## config.mk

```make
export PLATFORM = sky130hd
export DESIGN_NAME = syncFrameTx
export DESIGN_NICKNAME = d
export VERILOG_FILES = /design/src/rtl/sync_frame_pkg.sv /design/src/rtl/sfCtrl.sv /design/src/rtl/sfData.sv /design/src/rtl/syncFrameTx.sv
export SDC_FILE = /design/constraint.sdc
export NUM_CORES = 1
export LEC_CHECK = 0
export ABC_AREA = 1
export BUFFER_PORTS_ARGS = -buffer_cell sky130_fd_sc_hd__buf_4
export CAP_MARGIN = 20
export CORE_AREA = 3 3 77 79
export CTS_CLUSTER_DIAMETER = 200
export DETAILED_ROUTE_END_ITERATION = 16
export DIE_AREA = 0 0 80 82
export PLACE_DENSITY = 0.7
export SYNTH_ARGS = -nofsm -noshare
export SYNTH_HDL_FRONTEND = slang
export SYNTH_SLANG_ARGS = --single-unit
```

## constraint.sdc

```tcl
create_clock -name clk -period 2.39 [get_ports clk]
set_input_delay 0.1195 -clock clk [delete_from_list [all_inputs] [get_ports clk]]
set_output_delay 0.1195 -clock clk [all_outputs]
set_load 0.05 [all_outputs]
```

## src/rtl/sync_frame_pkg.sv

```systemverilog
package sync_frame_pkg;

  typedef enum logic [1:0] {
    PH_LEAD,
    PH_SYNC,
    PH_DATA,
    PH_TAIL
  } phase_e;

  typedef struct packed {
    logic capture;
    logic driveSync;
    logic driveData;
  } strobes_t;

endpackage

```

## src/rtl/sfCtrl.sv

```systemverilog
module sfCtrl
  import sync_frame_pkg::*;
#(
  parameter int DATA_W   = 8,
  parameter int FRAME_W  = 9,
  parameter int SYNC_CW  = 4,
  parameter int BIT_CW   = 5,
  parameter int SYNC_OFS = 2,
  localparam int IDX_W   = (DATA_W > 1) ? $clog2(DATA_W) : 1
) (
  input  logic               clk,
  input  logic               rstN,
  input  logic [FRAME_W-1:0] frameLen,
  input  logic [SYNC_CW-1:0] syncWidth,
  input  logic [BIT_CW-1:0]  bitWidth,
  output strobes_t           strb,
  output logic [IDX_W-1:0]   bitIdx,
  output logic               cfgErr
);

  localparam int TMR_W = (SYNC_CW > BIT_CW) ? SYNC_CW : BIT_CW;
  localparam int SUM_W = FRAME_W + BIT_CW + SYNC_CW;

  phase_e             phase;
  logic [FRAME_W-1:0] cnt;
  logic [TMR_W-1:0]   tmr;
  logic [SUM_W-1:0]   needLen;
  logic               wrap;
  logic               leadDone;
  logic               syncLast;
  logic               bitLast;
  logic               wordLast;

  // Fit check: lead gap, sync pulse and every data bit must end before the last position.
  always_comb begin
    needLen = SUM_W'(SYNC_OFS) + SUM_W'(syncWidth) + SUM_W'(DATA_W) * SUM_W'(bitWidth);
    cfgErr  = (syncWidth == '0) || (bitWidth == '0) || (needLen >= SUM_W'(frameLen));
  end

  always_comb begin
    wrap     = (cnt >= frameLen - FRAME_W'(1));
    leadDone = (cnt == FRAME_W'(SYNC_OFS - 1));
    syncLast = (tmr == TMR_W'(syncWidth) - TMR_W'(1));
    bitLast  = (tmr == TMR_W'(bitWidth) - TMR_W'(1));
    wordLast = (bitIdx == IDX_W'(DATA_W - 1));
  end

  always_ff @(posedge clk) begin
    if (!rstN || cfgErr) begin
      cnt    <= '0;
      phase  <= PH_LEAD;
      tmr    <= '0;
      bitIdx <= '0;
    end else begin
      cnt <= wrap ? '0 : cnt + FRAME_W'(1);
      unique case (phase)
        PH_LEAD: begin
          if (leadDone) begin
            phase <= PH_SYNC;
            tmr   <= '0;
          end
        end
        PH_SYNC: begin
          if (syncLast) begin
            phase  <= PH_DATA;
            tmr    <= '0;
            bitIdx <= '0;
          end else begin
            tmr <= tmr + TMR_W'(1);
          end
        end
        PH_DATA: begin
          if (bitLast) begin
            tmr <= '0;
            if (wordLast) phase <= PH_TAIL;
            else          bitIdx <= bitIdx + IDX_W'(1);
          end else begin
            tmr <= tmr + TMR_W'(1);
          end
        end
        default: ;
      endcase
      if (wrap) phase <= PH_LEAD;
    end
  end

  always_comb begin
    strb.capture   = !cfgErr && (cnt == '0);
    strb.driveSync = !cfgErr && (phase == PH_SYNC);
    strb.driveData = !cfgErr && (phase == PH_DATA);
  end

endmodule

```

## src/rtl/sfData.sv

```systemverilog
module sfData
  import sync_frame_pkg::*;
#(
  parameter int DATA_W = 8,
  localparam int IDX_W = (DATA_W > 1) ? $clog2(DATA_W) : 1
) (
  input  logic              clk,
  input  logic              rstN,
  input  strobes_t          strb,
  input  logic [IDX_W-1:0]  bitIdx,
  input  logic [DATA_W-1:0] dataIn,
  input  logic              dataValid,
  output logic              lineOut,
  output logic              dataReady
);

  localparam logic [IDX_W-1:0] TOP_BIT = IDX_W'(DATA_W - 1);

  logic [DATA_W-1:0] payload;

  always_ff @(posedge clk) begin
    if (!rstN)             payload <= '0;
    else if (strb.capture) payload <= dataValid ? dataIn : '0;
  end

  always_comb begin
    lineOut   = strb.driveSync || (strb.driveData && payload[TOP_BIT - bitIdx]);
    dataReady = strb.capture;
  end

endmodule

```

## src/rtl/syncFrameTx.sv

```systemverilog
module syncFrameTx
  import sync_frame_pkg::*;
#(
  parameter int DATA_W   = 8,
  parameter int FRAME_W  = 9,
  parameter int SYNC_CW  = 4,
  parameter int BIT_CW   = 5,
  parameter int SYNC_OFS = 2
) (
  input  logic               clk,
  input  logic               rstN,
  input  logic [FRAME_W-1:0] frameLen,
  input  logic [SYNC_CW-1:0] syncWidth,
  input  logic [BIT_CW-1:0]  bitWidth,
  input  logic [DATA_W-1:0]  dataIn,
  input  logic               dataValid,
  output logic               dataReady,
  output logic               lineOut,
  output logic               cfgError
);

  localparam int IDX_W = (DATA_W > 1) ? $clog2(DATA_W) : 1;

  strobes_t         strb;
  logic [IDX_W-1:0] bitIdx;
  logic             cfgErr;

  sfCtrl #(
    .DATA_W  (DATA_W),
    .FRAME_W (FRAME_W),
    .SYNC_CW (SYNC_CW),
    .BIT_CW  (BIT_CW),
    .SYNC_OFS(SYNC_OFS)
  ) u_ctrl (
    .clk      (clk),
    .rstN     (rstN),
    .frameLen (frameLen),
    .syncWidth(syncWidth),
    .bitWidth (bitWidth),
    .strb     (strb),
    .bitIdx   (bitIdx),
    .cfgErr   (cfgErr)
  );

  sfData #(
    .DATA_W(DATA_W)
  ) u_data (
    .clk      (clk),
    .rstN     (rstN),
    .strb     (strb),
    .bitIdx   (bitIdx),
    .dataIn   (dataIn),
    .dataValid(dataValid),
    .lineOut  (lineOut),
    .dataReady(dataReady)
  );

  assign cfgError = cfgErr;

endmodule

```

== Yosys cells after proc, flatten, opt, wreduce, memory -nomap -nowiden ==
Cells that the tools add are included.
Operators by class
  add/subtract/negate cells: 9
  multipliers: 0
  div/mod/pow operators: 0
  magnitude comparators: 3
  equal/unequal tests: 11
  shifts and indexed selects: 0
  multiplexer cells: 16
  bitwise gates (word level): 0
  reduce and logical (&&, ||, !) cells: 20
Operator list (number)
  $add 18x8->18: 1
  $ge 18x9->1: 1
  $mux 5: 3
  $pmux 5 s3: 1
  $eq 5x5->1: 2
  $add 9x1->9 const B: 1
  $eq 9x1->1 const B: 1
  $ge 9x9->1: 1
  $logic_not 9->1: 1
  $mux 3: 3
  $sub 9x1->9 const B: 1
  $mux 2: 4
  $mux 8: 1
  $ne 2x1->1 const B: 4
  $pmux 2 s3: 1
  $pmux 3 s2: 1
  $add 2x4->5 const A: 1
  $add 5x1->5 const B: 1
  $logic_not 5->1: 1
  $reduce_and 5->1: 1
  $sub 4x1->5 const B: 1
  $sub 5x1->5 const B: 1
  $logic_and 1x1->1: 4
  $logic_not 4->1: 1
  other kinds (17): 21
Word-level totals
  register bits after elaboration: 27
  bits in latches: 0
  memory bits (writable): 0
  bits in read-only memories: 0
  input port bits: 29
  output and inout bits: 3
  logic and storage cells: 64
  memories kept: 0

== Longest topological paths before layout ==
Gate-level depths: netlist of run 1.
  depth after elaboration: 8
  depth in mapped cells: 19
  depth with buffers taken out: 18

== Cells and area by module ==
From an unflattened synthesis of run 1, not the netlist that was laid out.
Second synthesis, totals
  cells, all modules: 399
  area, all modules: 2636.3 µm²
By module, submodules not included
  sfCtrl: instances 1, cells each 336, area an instance 2207.1 µm², sequential area each 380.4 µm²
  sfData: instances 1, cells each 63, area an instance 429.2 µm², sequential area each 160.2 µm²

== Least setup slack after synthesis of run 1 ==
Ideal clock, no wire load.
  path kind: in2out
  from: input port syncWidth[1]
  to: output port lineOut
  arrival time: 3.123 ns
  data required time: 2.271 ns
  slack: -0.853 ns
  cell stages on the path: 14
  buffers on the path: 0
  cells stage by stage: ha_1 -> xor2_1 -> ha_1 -> fa_1 -> nand3_1 -> xor2_1 -> ha_1 -> nand2_1 -> nand2_1 -> a21oi_1 -> nand4_1 -> nor2_2 -> inv_1 -> a21oi_1
On the way
  cells in the longest elaborated chain, start to end: 8
  elaborated cells between the ends (all ways): 11
  classes of those cells: 2 x add/sub; 1 x order compare; 8 x reduce/logical
RTL lines
  start: declaration: RTL line syncFrameTx.sv:13  | input logic [SYNC_CW-1:0] syncWidth,
  $add 2x4->5: RTL line sfCtrl.sv:36  | needLen = SUM_W'(SYNC_OFS) + SUM_W'(syncWidth) + SUM_W'(DATA_W) * SUM_W'(bitWidth);
  $add 18x8->18: RTL line sfCtrl.sv:36
  $ge 18x9->1: RTL line sfCtrl.sv:37  | cfgErr = (syncWidth == '0) || (bitWidth == '0) || (needLen >= SUM_W'(frameLen));
  $logic_or 1x1->1 (*): RTL line sfCtrl.sv:37
  net cfgError: RTL line syncFrameTx.sv:19  | output logic cfgError
  $logic_not 1->1 (*): RTL line sfCtrl.sv:89, sfCtrl.sv:90
  $logic_and 1x1->1: RTL line sfCtrl.sv:90  | strb.driveData = !cfgErr && (phase == PH_DATA);
  $logic_and 1x1->1: RTL line sfData.sv:27  | lineOut = strb.driveSync || (strb.driveData && payload[TOP_BIT - bitIdx]);
  $logic_or 1x1->1 (*): RTL line sfData.sv:27
  end: declaration: RTL line syncFrameTx.sv:18  | output logic lineOut,
The timed path passes the listed nets; every way through them passes the cells marked *.

== Worst setup path in the final report of run 1 ==
  from: input port syncWidth[1]
  to: output port lineOut
On the way
  cells in the longest elaborated chain, start to end: 8
  elaborated cells between the ends (all ways): 11
  classes of those cells: 2 x add/sub; 1 x order compare; 8 x reduce/logical
RTL lines (RTL line)
  $add 2x4->5: sfCtrl.sv:36
  $add 18x8->18: sfCtrl.sv:36
  $ge 18x9->1: sfCtrl.sv:37
  $logic_or 1x1->1 (*): sfCtrl.sv:37
  $logic_not 1->1 (*): sfCtrl.sv:89, sfCtrl.sv:90
  $logic_and 1x1->1: sfCtrl.sv:90
  $logic_and 1x1->1: sfData.sv:27
  $logic_or 1x1->1 (*): sfData.sv:27
Every way passes the cells marked *; elsewhere a longest branch is shown, timed or not.

==> metrics.yaml, run 1 <==
cp-endpoint: "lineOut"
required_ns: 2.27
grt_pass1_vias: 2295
final_cell_count_no_fill: 521
vias: 2548
grt_max_degree: 15
drtIter0Drc: 87
fillerInstances: 501
clk-insertion-delay-late_ns: 0.28
maxSlewHeadroom_pct: 78.3
pwr_density_cell_nw_per_um2: 482
wl_per_cell_um: 11.5
first_pass_iters: 4
vdd_drop_max_mv: 0.691
die_x_um: 80
rr_startpoint: "u_ctrl.cnt[2]"
synth_edf_count: 0
yosysMostFrequentCell: "nand2_1"
grt_use_total_pct: 18.6
syn_inst: 398
start_kind: "primary input"
slowest_stage: "fa_2"
grt_overflow: 0
grt_antenna_before_repair: 0
slowest_delay_ns: 0.35
end_kind: "output pin"
leakagePower_nw: 1.59
gp_congestion: 0.834
yosys_warnings: 0
cts_buffers: 3
via_per_inst: 4.89
final_util_pct: 62.3
violations: "setup timing"
hold_class: "primary input to flip-flop"
cap_violations: 0
dp_cells: 511
path_max_fanout: 3
r2r_cells: 9
r2r_setup_slack_ns: 0.61
drt_wl_total_um: 5980
synth_common_cells: "101 x nand2_1, 57 x inv_1, 46 x nor2_1, 39 x ha_1, 30 x a21oi_1"
clock.fmax_ghz: 0.383
hold_viol_final: 0
htreeDepth: 1
holdBufCountCts: 0
cts_root_buf: "clkbuf_8"
path_cells: "buf_6, ha_4, xor2_2, ha_2, fa_2, xor2_1, ha_1, nand2_2, inv_1, nand2_1, nand2_1, nand2_1, nand4_1, nor2_4, inv_2, a21oi_4, buf_6"
pre_cts_slack_ns: -0.450
drive_gt1_share_pct: 23.6
fin_area_um2: 3370
fin_nets: 519
core_um2: 5410
drc: 0
synth.avg_cell_area_um2: 6.55
cts_tree: "done"
ys_top_cells_by_area: "dfxtp_1 21%, ha_1 19%, nand2_1 15%"
finalClockSkew_ns: 0.00406
grt_first_pass_wirelength_um: 10000
path_class: "primary input to output pin"
r2r_end: "u_ctrl.cnt[4]"
synth_top_area_share_pct: 20.7
n_antenna_cell: 0
period_minus_slack_ns: 2.61
worst_slew_pin_slew_ns: 0.323
cts.sinks: 27
ys_ff_latch: 27
synthDistinctLibCells: 35
yosys.area.top_type: "dfxtp_1"
port_buffers: 31
die_h_um: 82
ys_async_sr_fraction_pct: 0
ys.flop_type: "dfxtp_1"
mappedNetlistArea_um2: 2610
min_from: "dataIn[5]"
grt_setup_unrepaired: "true"
clk_pin_slew_ns: 0.09
cp.arrival_ns: 2.49
setup_viol: 22
finalCritPeriodShare_pct: 109
synth_nets: 467
layout_setup_ws_ns: -0.221
hpwl_um: 4660
antenna_left: 0
crit_family: "adder cells"
cp_common_cell: "nand2_1"
seq_area_frac_synth_pct: 20.7
initial_core_util_pct: 48.3
slew_viol_final: 0
min_path_cells: 3
clock_tree.buffer_depth: 2
place_area_um2: 3110
syn2layout_area_growth_pct: 29.0
die_area_um2: 6560
critical_path_buf_inv_count: 4
fp-row-count: 27
crit_start: "syncWidth[1]"
cp_num_cells: 17
run_status: "finished, violations left"
boundaryPins: 32
## logic make-up (layout without fill, tap and decap cells)
logic type	count (synthesis)	count (layout)	share of synthesized area [%]
flip-flops	27	27	20.7
AO/OA/AOI/OAI	43	43	9.26
AND/OR/NAND/NOR	202	202	34.0
XOR/XNOR	19	19	6.38
buffers and inverters	67	118	10.2
adder cells (fa/ha/maj)	40	40	19.5
## sequential cells by signal, indices dropped and copies added (netlist names)
| name | count |
|---|---|
| u_ctrl.tmr | 5 |
| u_ctrl.bitIdx | 3 |
| u_data.payload | 8 |
| u_ctrl.phase | 2 |
| u_ctrl.cnt | 9 |
## where the power goes
part           internal [mW]  leakage [nW]  total (mW)  switching, mW
logic                  0.376          1.35       0.833          0.456
registers              0.494         0.220       0.527         0.0331
clock network          0.120        0.0228       0.261          0.142
total                  0.990          1.59        1.62          0.631
## worst min path at each step
stage / to
2_1_floorplan: u_data.payload[0]
3_3_place_gp: u_data.payload[1]
3_5_place_dp: u_data.payload[1]
4_1_cts: u_data.payload[5]
5_1_grt: u_data.payload[5]
6_report: u_data.payload[5]
## final cells by class
type | count | area (µm²) | area share [%]
Clock buffer | 4 | 45.0 | 1.34
Tap cell | 72 | 90.1 | 2.68
Inverter | 62 | 236 | 7.03
Multi-Input combinational cell | 304 | 1970 | 58.4
Timing Repair Buffer | 52 | 488 | 14.5
Sequential cell | 27 | 541 | 16.1
## repair_timing
item	CTS	global route
endpoints found under the setup margin	30	30
pin swaps	7	6
gates resized for setup	18	19
gates cloned	2	0
setup buffers	2	2
## metrics by stage
stage          total power, mW  setup TNS, ns  hold slack, ns
2_1_floorplan             1.02         -0.430           0.251
3_3_place_gp              1.23          -9.22           0.342
3_5_place_dp              1.24         -11.71           0.350
4_1_cts                   1.58          -2.29          0.0597
5_1_grt                   1.74          -5.91          0.0676
6_report                  1.62          -2.48          0.0572
## routing by layer
metal	part of all wire [%]	up-vias	global-route usage, %
met3	3.4	5	2.41
met2	48	35	32.5
li1	-	1372	-
met5	0	-	0
met4	0.77	0	4.22
met1	48	1136	24.5
## worst min-delay path: stages
cell and delay (ns):
buf_4 0.08, a21oi_2 0.04, nor2_1 0.06
## cells in the final DEF (no fill, tap or decap), types with 5 or more instances in the layout
master,n
nand2_1,99
inv_1,55
nor2_1,44
buf_4,38
ha_1,37
dfxtp_1,27
nand3_1,22
a21oi_2,14
a21oi_1,13
xor2_1,13
nand4_1,10
buf_6,8
inv_2,6
o21ai_0,6
nand2_2,5
xnor2_1,5
Note: power is estimated with default switching activity, not from simulation.
==> run 2, diff against run 1 <==
--- a/config.mk
+++ b/config.mk
@@ -8,11 +8,11 @@
 export ABC_AREA = 1
 export BUFFER_PORTS_ARGS = -buffer_cell sky130_fd_sc_hd__buf_4
 export CAP_MARGIN = 20
-export CORE_AREA = 3 3 77 79
+export CORE_AREA = 3 3 92 68
 export CTS_CLUSTER_DIAMETER = 200
 export DETAILED_ROUTE_END_ITERATION = 16
-export DIE_AREA = 0 0 80 82
-export PLACE_DENSITY = 0.7
+export DIE_AREA = 0 0 95 71
+export PLACE_DENSITY = 0.69
 export SYNTH_ARGS = -nofsm -noshare
 export SYNTH_HDL_FRONTEND = slang
 export SYNTH_SLANG_ARGS = --single-unit
==> run 2 against run 1 <==
Compared with the run above:
- the run still ends with setup timing left
- combinational power fell by 1%
- final cell count rose by 0.77%
- clock skew fell by 0.0011 ns
- final area fell by 1.9%
- sequential power barely moved
- clock-buffer cell count did not move
- sequential share of layout area rose by 0.31 points
- global-route usage rose by 0.95 points
- critical path type unchanged
==> metrics.yaml, run 2 (synthesized netlist as in run 1, its figures left out) <==
run_status: "finished, violations left"  # unchanged
violations: "setup timing"  # unchanged
die_area_um2: 6750  # was 6560 µm²
hold_class: "primary input to flip-flop"  # unchanged
final_cell_mix: "98 x nand2_1, 55 x inv_1, 45 x nor2_1"  # was 99 x nand2_1, 55 x inv_1, 44 x nor2_1
cts_tree: "done"  # unchanged
port_buffers: 31  # unchanged
leakagePower_nw: 1.59  # about the same
cts_buffers: 3  # unchanged
dp_cells: 515  # was 511
largest_register_ffs: 9  # unchanged
hold_viol_final: 0  # unchanged
period_minus_slack_ns: 2.67  # was 2.61 ns
drtIter0Drc: 142  # was 87
maxSlewHeadroom_pct: 76.5  # was 78.3%
regArea_um2: 541  # unchanged
finalClockSkew_ns: 0.00298  # was 0.00406 ns
antenna_left: 0  # unchanged
regMostFlops: "u_ctrl.cnt"  # unchanged
grt_overflow: 0  # unchanged
worst_slew_pin_slew_ns: 0.350  # was 0.323 ns
final_util_pct: 59.5  # was 62.3%
die_x_um: 95  # was 80 µm
cts_root_buf: "clkbuf_8"  # unchanged
hpwl_um: 5100  # was 4660 µm
die_h_um: 71  # was 82 µm
gp_congestion: 0.859  # was 0.834
cp.arrival_ns: 2.55  # was 2.49 ns
path_cells: "buf_6, ha_4, xor2_2, ha_2, fa_2, xor2_1, ha_1, nand2_2, inv_1, nand2_1, nand2_1, nand2_1, nand4_1, nor2_4, inv_2, a21oi_4, buf_6"  # unchanged
slowest_delay_ns: 0.35  # about the same
setup_viol: 22  # unchanged
end_kind: "output pin"  # unchanged
cts.sinks: 27  # unchanged
slowest_stage: "fa_2"  # unchanged
grt_setup_unrepaired: "true"  # unchanged
cap_violations: 0  # unchanged
fin_nets: 520  # was 519
start_kind: "primary input"  # unchanged
pre_cts_slack_ns: -0.388  # was -0.450 ns
n_antenna_cell: 0  # unchanged
path_class: "primary input to output pin"  # unchanged
drc: 0  # unchanged
clock.fmax_ghz: 0.374  # was 0.383 GHz
syn2layout_area_growth_pct: 26.6  # was 29.0%
grt_antenna_before_repair: 0  # unchanged
grt_use_total_pct: 19.6  # was 18.6%
clock_tree.buffer_depth: 2  # unchanged
largestRegisters: "u_ctrl.cnt: 9 flops, u_data.payload: 8 flops, u_ctrl.tmr: 5 flops"  # unchanged
path_max_fanout: 4  # was 3
grt_max_degree: 15  # unchanged
required_ns: 2.27  # about the same
finalCritPeriodShare_pct: 112  # was 109%
pwr_density_cell_nw_per_um2: 489  # was 482 nW/µm²
layout_setup_ws_ns: -0.284  # was -0.221 ns
final_cell_count_no_fill: 525  # was 521
vdd_drop_max_mv: 0.424  # was 0.691 mV
wl_per_cell_um: 12.1  # was 11.5 µm
drive_gt1_share_pct: 22.4  # was 23.6%
boundaryPins: 32  # unchanged
hold_ws_ns: 0.0628  # was 0.0572 ns
initial_core_util_pct: 47.0  # was 48.3%
cp_common_cell: "nand2_1"  # unchanged
fp-row-count: 23  # was 27
grt_first_pass_wirelength_um: 10900  # was 10000 µm
drt_wl_total_um: 6350  # was 5980 µm
clk-insertion-delay-late_ns: 0.27  # was 0.28 ns
core_um2: 5550  # was 5410 µm²
slew_viol_final: 0  # unchanged
mostFrequentLayoutCell: "nand2_1"  # unchanged
via_per_inst: 4.85  # was 4.89
clk_pin_slew_ns: 0.09  # about the same
grt_pass1_vias: 2406  # was 2295
multi_input_area_um2: 1910  # was 1970 µm²
fillerInstances: 519  # was 501
first_pass_iters: 4  # unchanged
fin_tns_setup_ns: -2.37  # was -2.48 ns
vias: 2545  # was 2548
htreeDepth: 1  # unchanged
## run 2: changes by cell type in the layout (fill, tap and decap cells not counted), moves of 2 or more
| cell | previous run | this run |
|---|---|---|
| a21oi_1 | 13 | 18 |
| a21oi_4 | 3 | 1 |
| buf_4 | 38 | 41 |
| a21oi_2 | 14 | 11 |
## run 2: cell type report
type	count	share of cell area [%]
tap	75	2.84
multi-input combinational	304	57.9
timing repair buffer	53	14.4
sequential	27	16.4
inverter	62	7.16
clock buffer	4	1.36
## run 2: stage by stage
step / power (mW) / instance area [µm²]
2_1_floorplan: 1.02 / 2690
3_3_place_gp: 1.23 / 3110
3_5_place_dp: 1.24 / 3110
4_1_cts: 1.59 / 3250
5_1_grt: 1.74 / 3300
6_report: 1.61 / 3300
## run 2: where the power goes
part	total (mW)	internal (mW)	switching (mW)
Sequential	0.527	0.494	0.0323
Clock	0.262	0.120	0.142
Combinational	0.825	0.366	0.458
Total	1.61	0.980	0.633
## run 2: worst paths after layout
path / start / to / slack (ns) / depth (start not counted)
setup / recovery: syncWidth[1] / lineOut / -0.28 / 17
hold / removal: dataIn[4] / u_data.payload[4] / 0.06 / 3
setup reg to reg: u_ctrl.phase[0] / u_ctrl.bitIdx[1] / 0.64 / 9
hold reg to reg: u_ctrl.cnt[0] / u_ctrl.cnt[0] / 0.48 / 1
## run 2: what timing repair did
action,4_1_cts,5_1_grt
cloned,1,0
resized for setup,16,8
pin swaps,6,6
buffers inserted,2,3
hold endpoints to repair,0,0
endpoints found under the setup margin,22,30
hold buffers,0,0
## run 2: worst max-delay path, delay by kind of cell
family                   cells  cell delay [ns]
AND/OR/NAND/NOR              6             0.57
XOR/XNOR                     2             0.33
AO/OA/AOI/OAI                1             0.12
buffers and inverters        4             0.38
adder cells (fa/ha/maj)      4             1.03
## run 2: metal layers
layer  GRT usage, %  up-vias  routed length (µm)
met4           1.92        0                   0
met3           2.87        0                 272
li1               -     1373                   -
met1           29.9     1134                3230
met5              0        -                   0
met2           30.0       38                2850
